File: src/rtl/phs_pkg.sv
package phs_pkg;

  typedef enum logic [2:0] {
    C2_IN_FALL     = 3'b000,
    C2_IN_FALL_IND = 3'b001,
    C2_IN_RISE     = 3'b010,
    C2_IN_RISE_IND = 3'b011,
    C2_HANDSHAKE   = 3'b100,
    C2_PULSE       = 3'b101,
    C2_LOW         = 3'b110,
    C2_HIGH        = 3'b111
  } c2mode_e;

  // Edge events found by the datapath
  typedef struct packed {
    logic c1Rise;
    logic c1Fall;
    logic c2Rise;
    logic c2Fall;
  } edgeEvt_t;

  // Strobes from control back to the datapath
  typedef struct packed {
    logic capture;
  } ctlStrobe_t;

endpackage

File: src/rtl/phs_datapath.sv
module phs_datapath
  import phs_pkg::*;
#(
  parameter int WIDTH       = 8,
  parameter int SYNC_STAGES = 2
) (
  input  logic             clk,
  input  logic             rstN,
  input  logic             c1In,
  input  logic             c2In,
  input  logic [WIDTH-1:0] portIn,
  input  logic             latchEn,
  input  ctlStrobe_t       ctl,
  output edgeEvt_t         evt,
  output logic [WIDTH-1:0] dataOut
);

  localparam int LINES = 2;

  logic [LINES-1:0] rawLine;
  logic [LINES-1:0] syncLvl;
  logic [LINES-1:0] prevLvl;
  logic [WIDTH-1:0] capReg;

  assign rawLine = {c2In, c1In};

  generate
    for (genvar g = 0; g < LINES; g++) begin : g_line
      logic [SYNC_STAGES-1:0] chain;
      always_ff @(posedge clk or negedge rstN) begin
        if (!rstN) chain <= '0;
        else       chain <= {chain[SYNC_STAGES-2:0], rawLine[g]};
      end
      assign syncLvl[g] = chain[SYNC_STAGES-1];
    end
  endgenerate

  always_ff @(posedge clk or negedge rstN) begin
    if (!rstN) prevLvl <= '0;
    else       prevLvl <= syncLvl;
  end

  assign evt.c1Rise = syncLvl[0] & ~prevLvl[0];
  assign evt.c1Fall = ~syncLvl[0] & prevLvl[0];
  assign evt.c2Rise = syncLvl[1] & ~prevLvl[1];
  assign evt.c2Fall = ~syncLvl[1] & prevLvl[1];

  always_ff @(posedge clk or negedge rstN) begin
    if (!rstN)            capReg <= '0;
    else if (ctl.capture) capReg <= portIn;
  end

  assign dataOut = latchEn ? capReg : portIn;

endmodule

File: src/rtl/phs_control.sv
module phs_control
  import phs_pkg::*;
(
  input  logic       clk,
  input  logic       rstN,
  input  logic [3:0] ctrlField,
  input  logic       latchEn,
  input  logic       portAccess,
  input  logic       handshakeAddr,
  input  edgeEvt_t   evt,
  output ctlStrobe_t ctl,
  output logic       c1Flag,
  output logic       c2Flag,
  output logic       c2Out,
  output logic       c2OutEn
);

  c2mode_e mode;
  logic    hsAcc;
  logic    c1Act;
  logic    c2Act;
  logic    outMode;
  logic    indep;
  logic    hsLevel;
  logic    pulseLow;

  assign mode    = c2mode_e'(ctrlField[3:1]);
  assign outMode = ctrlField[3];
  assign indep   = ctrlField[1];
  assign hsAcc   = portAccess & handshakeAddr;
  assign c1Act   = ctrlField[0] ? evt.c1Rise : evt.c1Fall;
  assign c2Act   = ctrlField[2] ? evt.c2Rise : evt.c2Fall;

  assign ctl.capture = c1Act & latchEn;

  always_ff @(posedge clk or negedge rstN) begin
    if (!rstN)      c1Flag <= 1'b0;
    else if (c1Act) c1Flag <= 1'b1;
    else if (hsAcc) c1Flag <= 1'b0;
  end

  always_ff @(posedge clk or negedge rstN) begin
    if (!rstN)                c2Flag <= 1'b0;
    else if (outMode)         c2Flag <= 1'b0;
    else if (c2Act)           c2Flag <= 1'b1;
    else if (hsAcc && !indep) c2Flag <= 1'b0;
  end

  always_ff @(posedge clk or negedge rstN) begin
    if (!rstN)                     hsLevel <= 1'b1;
    else if (mode != C2_HANDSHAKE) hsLevel <= 1'b1;
    else if (hsAcc)                hsLevel <= 1'b0;
    else if (c1Act)                hsLevel <= 1'b1;
  end

  always_ff @(posedge clk or negedge rstN) begin
    if (!rstN) pulseLow <= 1'b0;
    else       pulseLow <= hsAcc;
  end

  always_comb begin
    unique case (mode)
      C2_HANDSHAKE: c2Out = hsLevel;
      C2_PULSE:     c2Out = ~pulseLow;
      C2_LOW:       c2Out = 1'b0;
      default:      c2Out = 1'b1;
    endcase
  end

  assign c2OutEn = outMode;

endmodule

File: src/rtl/port_handshake_ctrl.sv
module port_handshake_ctrl
  import phs_pkg::*;
#(
  parameter int WIDTH       = 8,
  parameter int SYNC_STAGES = 2
) (
  input  logic             clk,
  input  logic             rstN,
  input  logic [3:0]       ctrlField,
  input  logic             latchEn,
  input  logic             portAccess,
  input  logic             handshakeAddr,
  input  logic             c1In,
  input  logic             c2In,
  input  logic [WIDTH-1:0] portIn,
  output logic             c1Flag,
  output logic             c2Flag,
  output logic             c2Out,
  output logic             c2OutEn,
  output logic [WIDTH-1:0] dataOut
);

  edgeEvt_t   evt;
  ctlStrobe_t ctl;

  phs_datapath #(.WIDTH(WIDTH), .SYNC_STAGES(SYNC_STAGES)) u_dp (
    .clk     (clk),
    .rstN    (rstN),
    .c1In    (c1In),
    .c2In    (c2In),
    .portIn  (portIn),
    .latchEn (latchEn),
    .ctl     (ctl),
    .evt     (evt),
    .dataOut (dataOut)
  );

  phs_control u_ctl (
    .clk           (clk),
    .rstN          (rstN),
    .ctrlField     (ctrlField),
    .latchEn       (latchEn),
    .portAccess    (portAccess),
    .handshakeAddr (handshakeAddr),
    .evt           (evt),
    .ctl           (ctl),
    .c1Flag        (c1Flag),
    .c2Flag        (c2Flag),
    .c2Out         (c2Out),
    .c2OutEn       (c2OutEn)
  );

endmodule

File: config.mk
export PLATFORM = sky130hd
export DESIGN_NAME = port_handshake_ctrl
export DESIGN_NICKNAME = d
export VERILOG_FILES = /design/src/rtl/phs_pkg.sv /design/src/rtl/phs_datapath.sv /design/src/rtl/phs_control.sv /design/src/rtl/port_handshake_ctrl.sv
export SDC_FILE = /design/constraint.sdc
export NUM_CORES = 1
export LEC_CHECK = 0
export ABC_AREA = 1
export CORE_UTILIZATION = 55
export CTS_BUF_LIST = sky130_fd_sc_hd__clkbuf_8
export CTS_CLUSTER_DIAMETER = 200
export DETAILED_ROUTE_END_ITERATION = 12
export DONT_BUFFER_PORTS = 1
export PLACE_DENSITY_LB_ADDON = 0.3
export REMOVE_ABC_BUFFERS = 1
export SLEW_MARGIN = 20
export SYNTH_ARGS = -nofsm -noshare
export SYNTH_HDL_FRONTEND = slang
export SYNTH_SLANG_ARGS = --single-unit
export TNS_END_PERCENT = 10
File: constraint.sdc
create_clock -name clk -period 1.5 [get_ports clk]
set_clock_uncertainty 0.15 [all_clocks]
set_input_delay 0 -clock clk [delete_from_list [all_inputs] [get_ports clk]]
set_output_delay 0 -clock clk [all_outputs]
set_load 0.02 [all_outputs]
==> flow_summary.yaml, run 1 <==
sta:
  drv_slew: 0
  fin_tns_setup_ns: 0
  worst-slew-pin-transition_ns: 0.7724
  min_period_over_period_pct: 95.46
  setup_viol: 0
  rsz0062_at_grt: "no"
  worst_slack_ns: 0.06817
  fin_crit_ns: 1.432
  slew_headroom_pct: 48.33
  fmax_mhz: 698.4
  hold_viol: 0
placement:
  hpwl_um: 945.7
  port_buffers: 0
  dpl_cell_area_um2: 792.0
  place_ws_ns: 0.2653
  gp_congestion: 0.6771
floorplan:
  die_y_um: 40.31
  start_util_pct: 60.51
  die-area_mm2: 0.001624
  ios: 31
  coreArea_mm2: 0.001334
  rows: 13
  die_x_um: 40.31
yosys:
  synth_area_per_cell_um2: 9.963
  yosys_warnings: 0
  ys_ff_latch: 18
  synth_top_area_share_pct: 52.71
  syn-cell-area_um2: 807.0
  synth_area_leaders: "dfrtp_1 (53%), nand2_1 (13%), mux2_2 (9.8%)"
  synth_largest_area_cell: "dfrtp_1"
  syn_inst: 81
  ys_seq_area_share_pct: 55.97
  yosys.cell_types.count: 16
pwr:
  irDropWorstVdd_v: 0.0008877
  power.density_mw_per_mm2: 1094
  leakagePower_nw: 0.5290
global_routing:
  grtUsageTotal_pct: 22.16
  grt_max_degree: 19
  grt_first_pass_wirelength_um: 2228
  grt-ovfl-total: 0
  antenna_found_initial: 0
  grt_pass1_vias: 545
worst_hold_path:
  min_delay_path_depth: 1
  hold_start: "portIn[3]"
  hold_class: "in2out"
route:
  drc: 0
  ant_nets: 0
  wire_per_inst_um: 13.16
  drtIter0Drc: 8
  vias: 621
  drtPass1Iterations: 4
  drt-total-wl_um: 1526
  vias_per_cell: 5.353
clocking:
  cts_root_buf: "clkbuf_8"
  htree_levels: 1
  tritoncts: "done"
  cts.clk_slew.worst_paths_ns: 0.06
  clk_latency_ns: 0.25
  numClockSinks: 18
  numCtsBuffers: 3
  cts_buffer_depth: 2
setup_path:
  worstSetupStartpoint: "ctrlField[2]"
  critPathMaxFanout: 3
  r2r_start: "u_dp.g_line[0].chain[1]$_DFF_PN0_"
  reg2reg_depth: 6
  endpoint_kind: "register"
  slowest_stage: "dlygate4sd3_1"
  critPathRequiredTime_ns: 1.54
  cp_top_family: "buffers and inverters"
  slowest_delay_ns: 0.57
  crit_type: "in2reg"
  arrival_ns: 1.47
  worstSetupPathDepth: 6
  crit_path_cell_trace: "dlygate4sd3_1 > inv_1 > nand2_1 > nor2_1 > dlygate4sd3_1 > nand2_1"
  worst_setup_path_start_kind: "input port"
  critPathBufInv: 3
final_layout:
  final_nets: 121
  fill_cells: 81
  regArea_um2: 451.7
  multi_input_area_um2: 299.0
  final_layout_size_suffix_gt1_share_pct: 13.86
  synthToLayoutAreaGrowth_pct: 27.60
  design_area_mm2: 0.001030
  num_antenna_cells: 0
run:
  max-cap-violations: 0
outcome:
  outcome: "completed"
[cell type report]
type                    count  area share [%]
clock buffers               3           4.010
clock inverters             1          0.3645
inverters                   6           2.187
multi-input cells          54           29.04
flip-flops and latches     18           43.86
well taps                  15           1.823
repair buffers             19           18.71
[stage by stage]
| stage | power [W] | instances | hold WS [ns] | util [%] |
|---|---|---|---|---|
| 6_report | 0.001126 | 116 | 0.01173 | 77.20 |
| 5_1_grt | 0.001183 | 116 | 0.02042 | 77.20 |
| 4_1_cts | 0.001133 | 116 | 0.01275 | 77.02 |
| 3_5_place_dp | 0.0007479 | 93 | -0.4453 | 59.38 |
| 3_3_place_gp | 0.0007428 | 93 | -0.4453 | 59.38 |
| 2_1_floorplan | 0.0007234 | 78 | -0.4456 | - |
[worst paths after layout]
kind	end	slack (ns)
worst max-delay path	u_ctl.hsLevel$_DFFE_PN1P_	0.07
max in group asynchronous	u_dp.capReg[1]$_DFFE_PN0P_	0.60
worst min-delay path	dataOut[3]	0.01
worst max register to register	u_dp.capReg[0]$_DFFE_PN0P_	0.23
worst min register to register	u_dp.g_line[1].chain[1]$_DFF_PN0_	0.20
min in group asynchronous	u_ctl.c2Flag$_DFFE_PN0P_	0.12
[synth_stat cells]
library cell / number
nand2_1: 27
dfrtp_1: 17
nand3_1: 12
mux2_2: 7
inv_1: 6
o21ai_0: 2
a21oi_1: 1
buf_4: 1
buf_6: 1
buf_8: 1
dfstp_2: 1
mux2_4: 1
nand2_2: 1
nand2_4: 1
nand3b_1: 1
nor2_1: 1
[registers in the layout (all words and copies together), names as in the netlist]
register and count:
u_dp.capReg 8, u_ctl.c1Flag 1, u_dp.prevLvl 2, u_ctl.c2Flag 1, u_ctl.pulseLow 1, u_ctl.hsLevel 1, u_dp.g_line.chain 4
[layout by cell type (no fill, tap or decap), types with 3 or more instances in the layout]
| cell type | instances |
|---|---|
| nand3_1 | 12 |
| nand2_1 | 27 |
| dlygate4sd3_1 | 18 |
| dfrtp_1 | 17 |
| clkbuf_8 | 3 |
| inv_1 | 7 |
| mux2_2 | 7 |
[what timing repair did]
| action | 4_1_cts | 5_1_grt |
|---|---|---|
| hold endpoints to repair | 33 | 0 |
| buffers inserted | 0 | 0 |
| setup endpoints to repair | 0 | 2 |
| hold buffers | 19 | 0 |
| gates resized for setup | 0 | 2 |
[power breakdown]
group          switching, W  internal, W  total [W]
Sequential        0.0000381     0.000544   0.000582
Clock              0.000149     0.000182   0.000330
Combinational      0.000122    0.0000924   0.000214
Total              0.000309     0.000818    0.00113
[kinds of logic (layout without fill, tap and decap cells)]
group / Yosys count / count (layout) / synth area share (%)
compound gates: 3 / 3 / 1.860
buf+inv: 9 / 29 / 6.976
flops: 18 / 18 / 55.97
mux: 8 / 8 / 11.63
simple gates: 43 / 43 / 23.57
[layer usage]
metal | share of wire (%) | vias to the layer above | GRT usage, %
met4 | 0.72 | 0 | 7.500
met3 | 7.0 | 2 | 11.11
met1 | 44 | 298 | 24.56
li1 | - | 299 | -
met2 | 48 | 22 | 36.69
met5 | 0 | - | 0
Note: power is estimated with default switching activity, not from simulation.
==> run 2: changes to the inputs <==
==> constraint.sdc (replaced) <==
create_clock -name clk -period 1.5 [get_ports clk]
set_clock_uncertainty 0.15 [all_clocks]
set_input_delay 0.3 -clock clk [delete_from_list [all_inputs] [get_ports clk]]
set_output_delay 0.3 -clock clk [all_outputs]
set_load 0.02 [all_outputs]
==> run 2 against run 1 <==
Net effect:
- register-to-register slack got worse by 0.04 ns
- fmax increased by 1.3%
- sequential power about the same
- setup slack improved by 0.018 ns
- hold slack improved by 0.020 ns
- sequential share of layout area increased by 6.8 points
- via count decreased by 10%
- first-iteration DRC count decreased by 25%
- non-clock buffer count decreased by 15
- largest cell class unchanged
- largest power group unchanged
==> flow_summary.yaml, run 2 (same netlist as run 1, synthesis figures left out) <==
pwr:
  power.density_mw_per_mm2: 1276
  p_switching_w: 0.0002951
  seqPwrFrac_pct: 50.9
  swShare_pct: 25.92
  intPower_w: 0.0008433
  clkPwrFrac_pct: 33.9
  total_power_w: 0.001138
  combPwrFrac_pct: 15.2
  irDropWorstVdd_v: 0.0007705
  leakagePower_nw: 0.4606
route:
  drc: 0
  drtIter0Drc: 6
  ant_nets: 0
  drt-total-wl_um: 1288
  vias_per_cell: 5.525
  wire_per_inst_um: 12.75
  vias: 558
  drtPass1Iterations: 2
setup_path:
  critPathBufInv: 0
  slowest_stage: "dfrtp_1"
  crit_path_cell_trace: "mux2_2"
  timing.reg2reg.setup_slack_ns: 0.19
  arrival_ns: 0.96
  critPathMaxFanout: 2
  r2r_start: "u_dp.g_line[0].chain[1]$_DFF_PN0_"
  critPathRequiredTime_ns: 1.05
  endpoint_kind: "output port"
  cp_top_family: "flip-flops"
  crit_type: "reg2out"
  slowest_delay_ns: 0.39
  regToRegEndpoint: "u_dp.capReg[3]$_DFFE_PN0P_"
  reg2reg_depth: 6
  worst_setup_path_start_kind: "register"
clocking:
  post-cts-setup-buffers: 0
  clk_latency_ns: 0.25
  cts_buffer_depth: 2
  tritoncts: "done"
  numClockSinks: 18
  numCtsBuffers: 3
  cts.clk_slew.worst_paths_ns: 0.07
  htree_levels: 1
  cts_root_buf: "clkbuf_8"
global_routing:
  grtUsageTotal_pct: 18.91
  grt_first_pass_wirelength_um: 1897
  antenna_found_initial: 0
  grt-ovfl-total: 0
  grt_pass1_vias: 475
  grt_max_degree: 19
worst_hold_path:
  hold_class: "in2reg"
  min_to: "u_ctl.hsLevel$_DFFE_PN1P_"
  hold_start: "ctrlField[1]"
  min_delay_path_depth: 2
floorplan:
  ios: 31
  die-area_mm2: 0.001624
  rows: 13
  coreArea_mm2: 0.001334
  die_x_um: 40.31
  start_util_pct: 60.51
  die_y_um: 40.31
final_layout:
  final_nets: 106
  reg_top3: "u_dp.capReg: 8 flops, u_dp.g_line.chain: 4 flops, u_dp.prevLvl: 2 flops"
  mostFrequentLayoutCell: "nand2_1"
  largest_reg_flops: 8
  synthToLayoutAreaGrowth_pct: 10.54
  top_register: "u_dp.capReg"
  fin_cells: 101
  num_antenna_cells: 0
  final_layout_size_suffix_gt1_share_pct: 18.60
  final_cell_mix: "nand2_1 (27), dfrtp_1 (17), nand3_1 (11)"
sta:
  slew_headroom_pct: 47.61
  drv_slew: 0
  hold_viol: 0
  setup_viol: 0
  fin_crit_ns: 1.413
  fmax_mhz: 707.5
  fin_tns_setup_ns: 0
  min_period_over_period_pct: 94.23
  worst-slew-pin-transition_ns: 0.7833
  hold_slack_ns: 0.03174
  worst_slack_ns: 0.08662
  rsz0062_at_grt: "no"
placement:
  gp_congestion: 0.6215
  place_inst: 93
  hpwl_um: 891.5
  port_buffers: 0
  place_ws_ns: 0.1991
outcome:
  outcome: "completed"
run:
  max-cap-violations: 0
==> run 2: cell count changes in the layout (fill, tap and decap cells not counted), sizes merged <==
cell | previous run | this run
inv | 7 | 6
clkbuf | 3 | 4
dlymetal6s4s | 1 | 0
dlygate4sd3 | 18 | 4
==> run 2: timing repair <==
item | 4_1_cts | 5_1_grt
endpoints found under the setup margin | 0 | 1
gates resized for setup | 0 | 1
endpoints found under the hold margin | 21 | 0
hold buffers | 4 | 0
==> run 2: area by class of cell <==
cell class / count / area [µm²]
fillers: 107 / 441.7
flip-flops and latches: 18 / 451.7
well taps: 15 / 18.77
clock buffers: 4 / 55.05
repair buffers: 4 / 40.04
inverters: 6 / 22.52
multi-input cells: 54 / 304.0
==> run 2: power by group through the flow <==
stage               registers, W  logic [W]  clock network [W]
floorplan               0.000580   0.000143                  0
global placement        0.000587   0.000153                  0
detailed placement      0.000589   0.000157                  0
CTS                     0.000580   0.000174           0.000398
global route            0.000586   0.000194           0.000420
finish                  0.000580   0.000173           0.000386
==> run 2: stage by stage <==
step                utilization, %  area (µm²)
floorplan                        -       773.2
global placement             59.38       792.0
detailed placement           59.38       792.0
CTS                          66.51       887.1
global route                 66.89       892.1
finish                       66.89       892.1
==> run 2: layer usage <==
layer	part of all wire [%]	global-route usage, %
met5	0	0
met4	0.93	12.50
met3	4.5	3.333
met2	49	29.84
met1	45	23.72
==> run 2: how the worst max path moves through the flow <==
| stage | start | end | slack [ns] | cells past startpoint |
|---|---|---|---|---|
| 3_3_place_gp | u_dp.g_line[0].chain[1]$_DFF_PN0_ | u_dp.capReg[1]$_DFFE_PN0P_ | 0.26 | 6 |
| 3_5_place_dp | u_dp.g_line[0].chain[1]$_DFF_PN0_ | u_dp.capReg[3]$_DFFE_PN0P_ | 0.20 | 6 |
| 6_report | u_dp.capReg[0]$_DFFE_PN0P_ | dataOut[0] | 0.09 | 1 |
| 5_1_grt | u_ctl.hsLevel$_DFFE_PN1P_ | c2Out | 0.04 | 2 |
| 2_1_floorplan | ctrlField[2] | c2Out | 0.32 | 5 |
| 4_1_cts | u_ctl.hsLevel$_DFFE_PN1P_ | c2Out | 0.03 | 2 |
==> run 3: changes to the inputs <==
==> constraint.sdc (replaced) <==
create_clock -name clk -period 1.6 [get_ports clk]
set_clock_uncertainty 0.15 [all_clocks]
set_input_delay 0.32 -clock clk [delete_from_list [all_inputs] [get_ports clk]]
set_output_delay 0.32 -clock clk [all_outputs]
set_load 0.02 [all_outputs]
==> run 3 against run 2 <==
Net effect:
- global-route usage about the same
- sequential power shrank 6.4%
- routed wire length up 6.4%
- final cell count did not move
- setup slack gained 0.017 ns
- critical path type unchanged
- largest cell class unchanged
- largest power group unchanged
==> flow_summary.yaml, run 3 (same netlist as run 1, synthesis figures left out) <==
outcome:
  outcome: "completed"
worst_hold_path:
  min_delay_path_depth: 2
  hold_class: "in2reg"
clocking:
  cts_buffer_depth: 2
  clk_latency_ns: 0.25
  numClockSinks: 18
  cts_root_buf: "clkbuf_8"
  tritoncts: "done"
  numCtsBuffers: 3
  htree_levels: 1
  post-cts-setup-buffers: 0
  cts.clk_slew.worst_paths_ns: 0.07
run:
  max-cap-violations: 0
final_layout:
  synthToLayoutAreaGrowth_pct: 9.923
  final_nets: 106
  fin_cells: 101
  regArea_um2: 451.7
  multi_input_area_um2: 299.0
  num_antenna_cells: 0
  finish.utilization_pct: 66.51
  top_register: "u_dp.capReg"
  reg_top3: "u_dp.capReg: 8 flops, u_dp.g_line.chain: 4 flops, u_dp.prevLvl: 2 flops"
  mostFrequentLayoutCell: "nand2_1"
  final_cell_mix: "nand2_1 (27), dfrtp_1 (17), nand3_1 (12)"
  largest_reg_flops: 8
  fill_cells: 98
  design_area_um2: 887.1
  final_layout_size_suffix_gt1_share_pct: 17.44
setup_path:
  critPathMaxFanout: 2
  crit_type: "reg2out"
  endpoint_kind: "output port"
  slowest_stage: "dfstp_2"
  reg2reg_depth: 6
  critPathRequiredTime_ns: 1.13
  timing.reg2reg.setup_slack_ns: 0.31
  arrival_ns: 1.03
  slowest_delay_ns: 0.54
  crit_path_cell_trace: "nand2_1 > nand3_1"
  worst_setup_path_start_kind: "register"
floorplan:
  die-area_mm2: 0.001624
  coreArea_mm2: 0.001334
  start_util_pct: 60.51
  rows: 13
  ios: 31
  die_y_um: 40.31
  die_x_um: 40.31
placement:
  dpl_cell_area_um2: 792.0
  port_buffers: 0
  gp_congestion: 0.5804
  hpwl_um: 946.1
  place_ws_ns: 0.3269
  place_inst: 93
sta:
  fin_tns_setup_ns: 0
  hold_viol: 0
  rsz0062_at_grt: "no"
  slew_headroom_pct: 47.80
  drv_slew: 0
  fin_crit_ns: 1.497
  worst_slack_ns: 0.1031
  worst-slew-pin-transition_ns: 0.7805
  setup_viol: 0
  min_period_over_period_pct: 93.55
  fmax_mhz: 668.1
route:
  wire_per_inst_um: 13.56
  vias: 561
  drc: 0
  vias_per_cell: 5.554
  drtIter0Drc: 11
  drt-total-wl_um: 1370
  ant_nets: 0
  drtPass1Iterations: 4
pwr:
  combPwrFrac_pct: 15.2
  intPower_w: 0.0007901
  clkPwrFrac_pct: 34.1
  power.density_mw_per_mm2: 1208
  irDropWorstVdd_v: 0.0007217
  leakagePower_nw: 0.4587
  swShare_pct: 26.29
  seqPwrFrac_pct: 50.7
  p_switching_w: 0.0002818
global_routing:
  grt_pass1_vias: 451
  grtUsageTotal_pct: 18.92
  grt_max_degree: 19
  grt-ovfl-total: 0
  grt_first_pass_wirelength_um: 1883
  antenna_found_initial: 0
-- run 3: changes by cell type in the layout (fill, tap and decap cells not counted) --
cell / delta
nand3_1: +1
nand3_2: -1
-- run 3: layout make-up --
type                            count  area share (%)
Clock buffer                        4           6.206
Inverter                            6           2.539
Multi-Input combinational cell     54           33.71
Sequential cell                    18           50.92
Tap cell                           15           2.116
Timing Repair Buffer                4           4.513
-- run 3: per-stage QoR --
step	total power [W]	hold slack, ns
after CTS	0.001078	0.03756
after floorplan	0.0006782	-0.1256
after global routing	0.001124	0.04375
after global placement	0.0006924	-0.1253
final	0.001072	0.04033
after detailed placement	0.0007000	-0.1253
-- run 3: what timing repair did --
action                    CTS  global route
hold buffers                4             0
hold endpoints to repair   21             0
gates resized for setup     0             0
-- run 3: path summary, 6_finish.rpt --
kind	startpoint	end
hold reg to reg	u_dp.g_line[0].chain[0]$_DFF_PN0_	u_dp.g_line[0].chain[1]$_DFF_PN0_
min in group asynchronous	rstN	u_dp.capReg[7]$_DFFE_PN0P_
setup / recovery	u_ctl.hsLevel$_DFFE_PN1P_	c2Out
max in group asynchronous	rstN	u_dp.g_line[0].chain[0]$_DFF_PN0_
setup reg to reg	u_dp.g_line[0].chain[1]$_DFF_PN0_	u_dp.capReg[0]$_DFFE_PN0P_
hold / removal	ctrlField[1]	u_ctl.hsLevel$_DFFE_PN1P_
-- run 3: worst max-delay path: cells and delay by family, from the launching register on --
family,cells,cell delay (ns)
flops,1,0.54
simple gates,2,0.23
-- run 3: power by group through the flow --
stage | registers (W) | logic [W] | clock network [W]
2_1_floorplan | 0.000544 | 0.000134 | 0
3_3_place_gp | 0.000550 | 0.000143 | 0
3_5_place_dp | 0.000551 | 0.000149 | 0
4_1_cts | 0.000543 | 0.000165 | 0.000369
5_1_grt | 0.000550 | 0.000181 | 0.000393
6_report | 0.000543 | 0.000163 | 0.000366
-- run 3: routing by layer --
metal,global-route usage [%],part of all wire [%],wire [µm]
met1,20.79,42,582
met2,31.05,50,691
met3,7.778,5.5,75
met4,10.00,1.5,21
met5,0,0,0
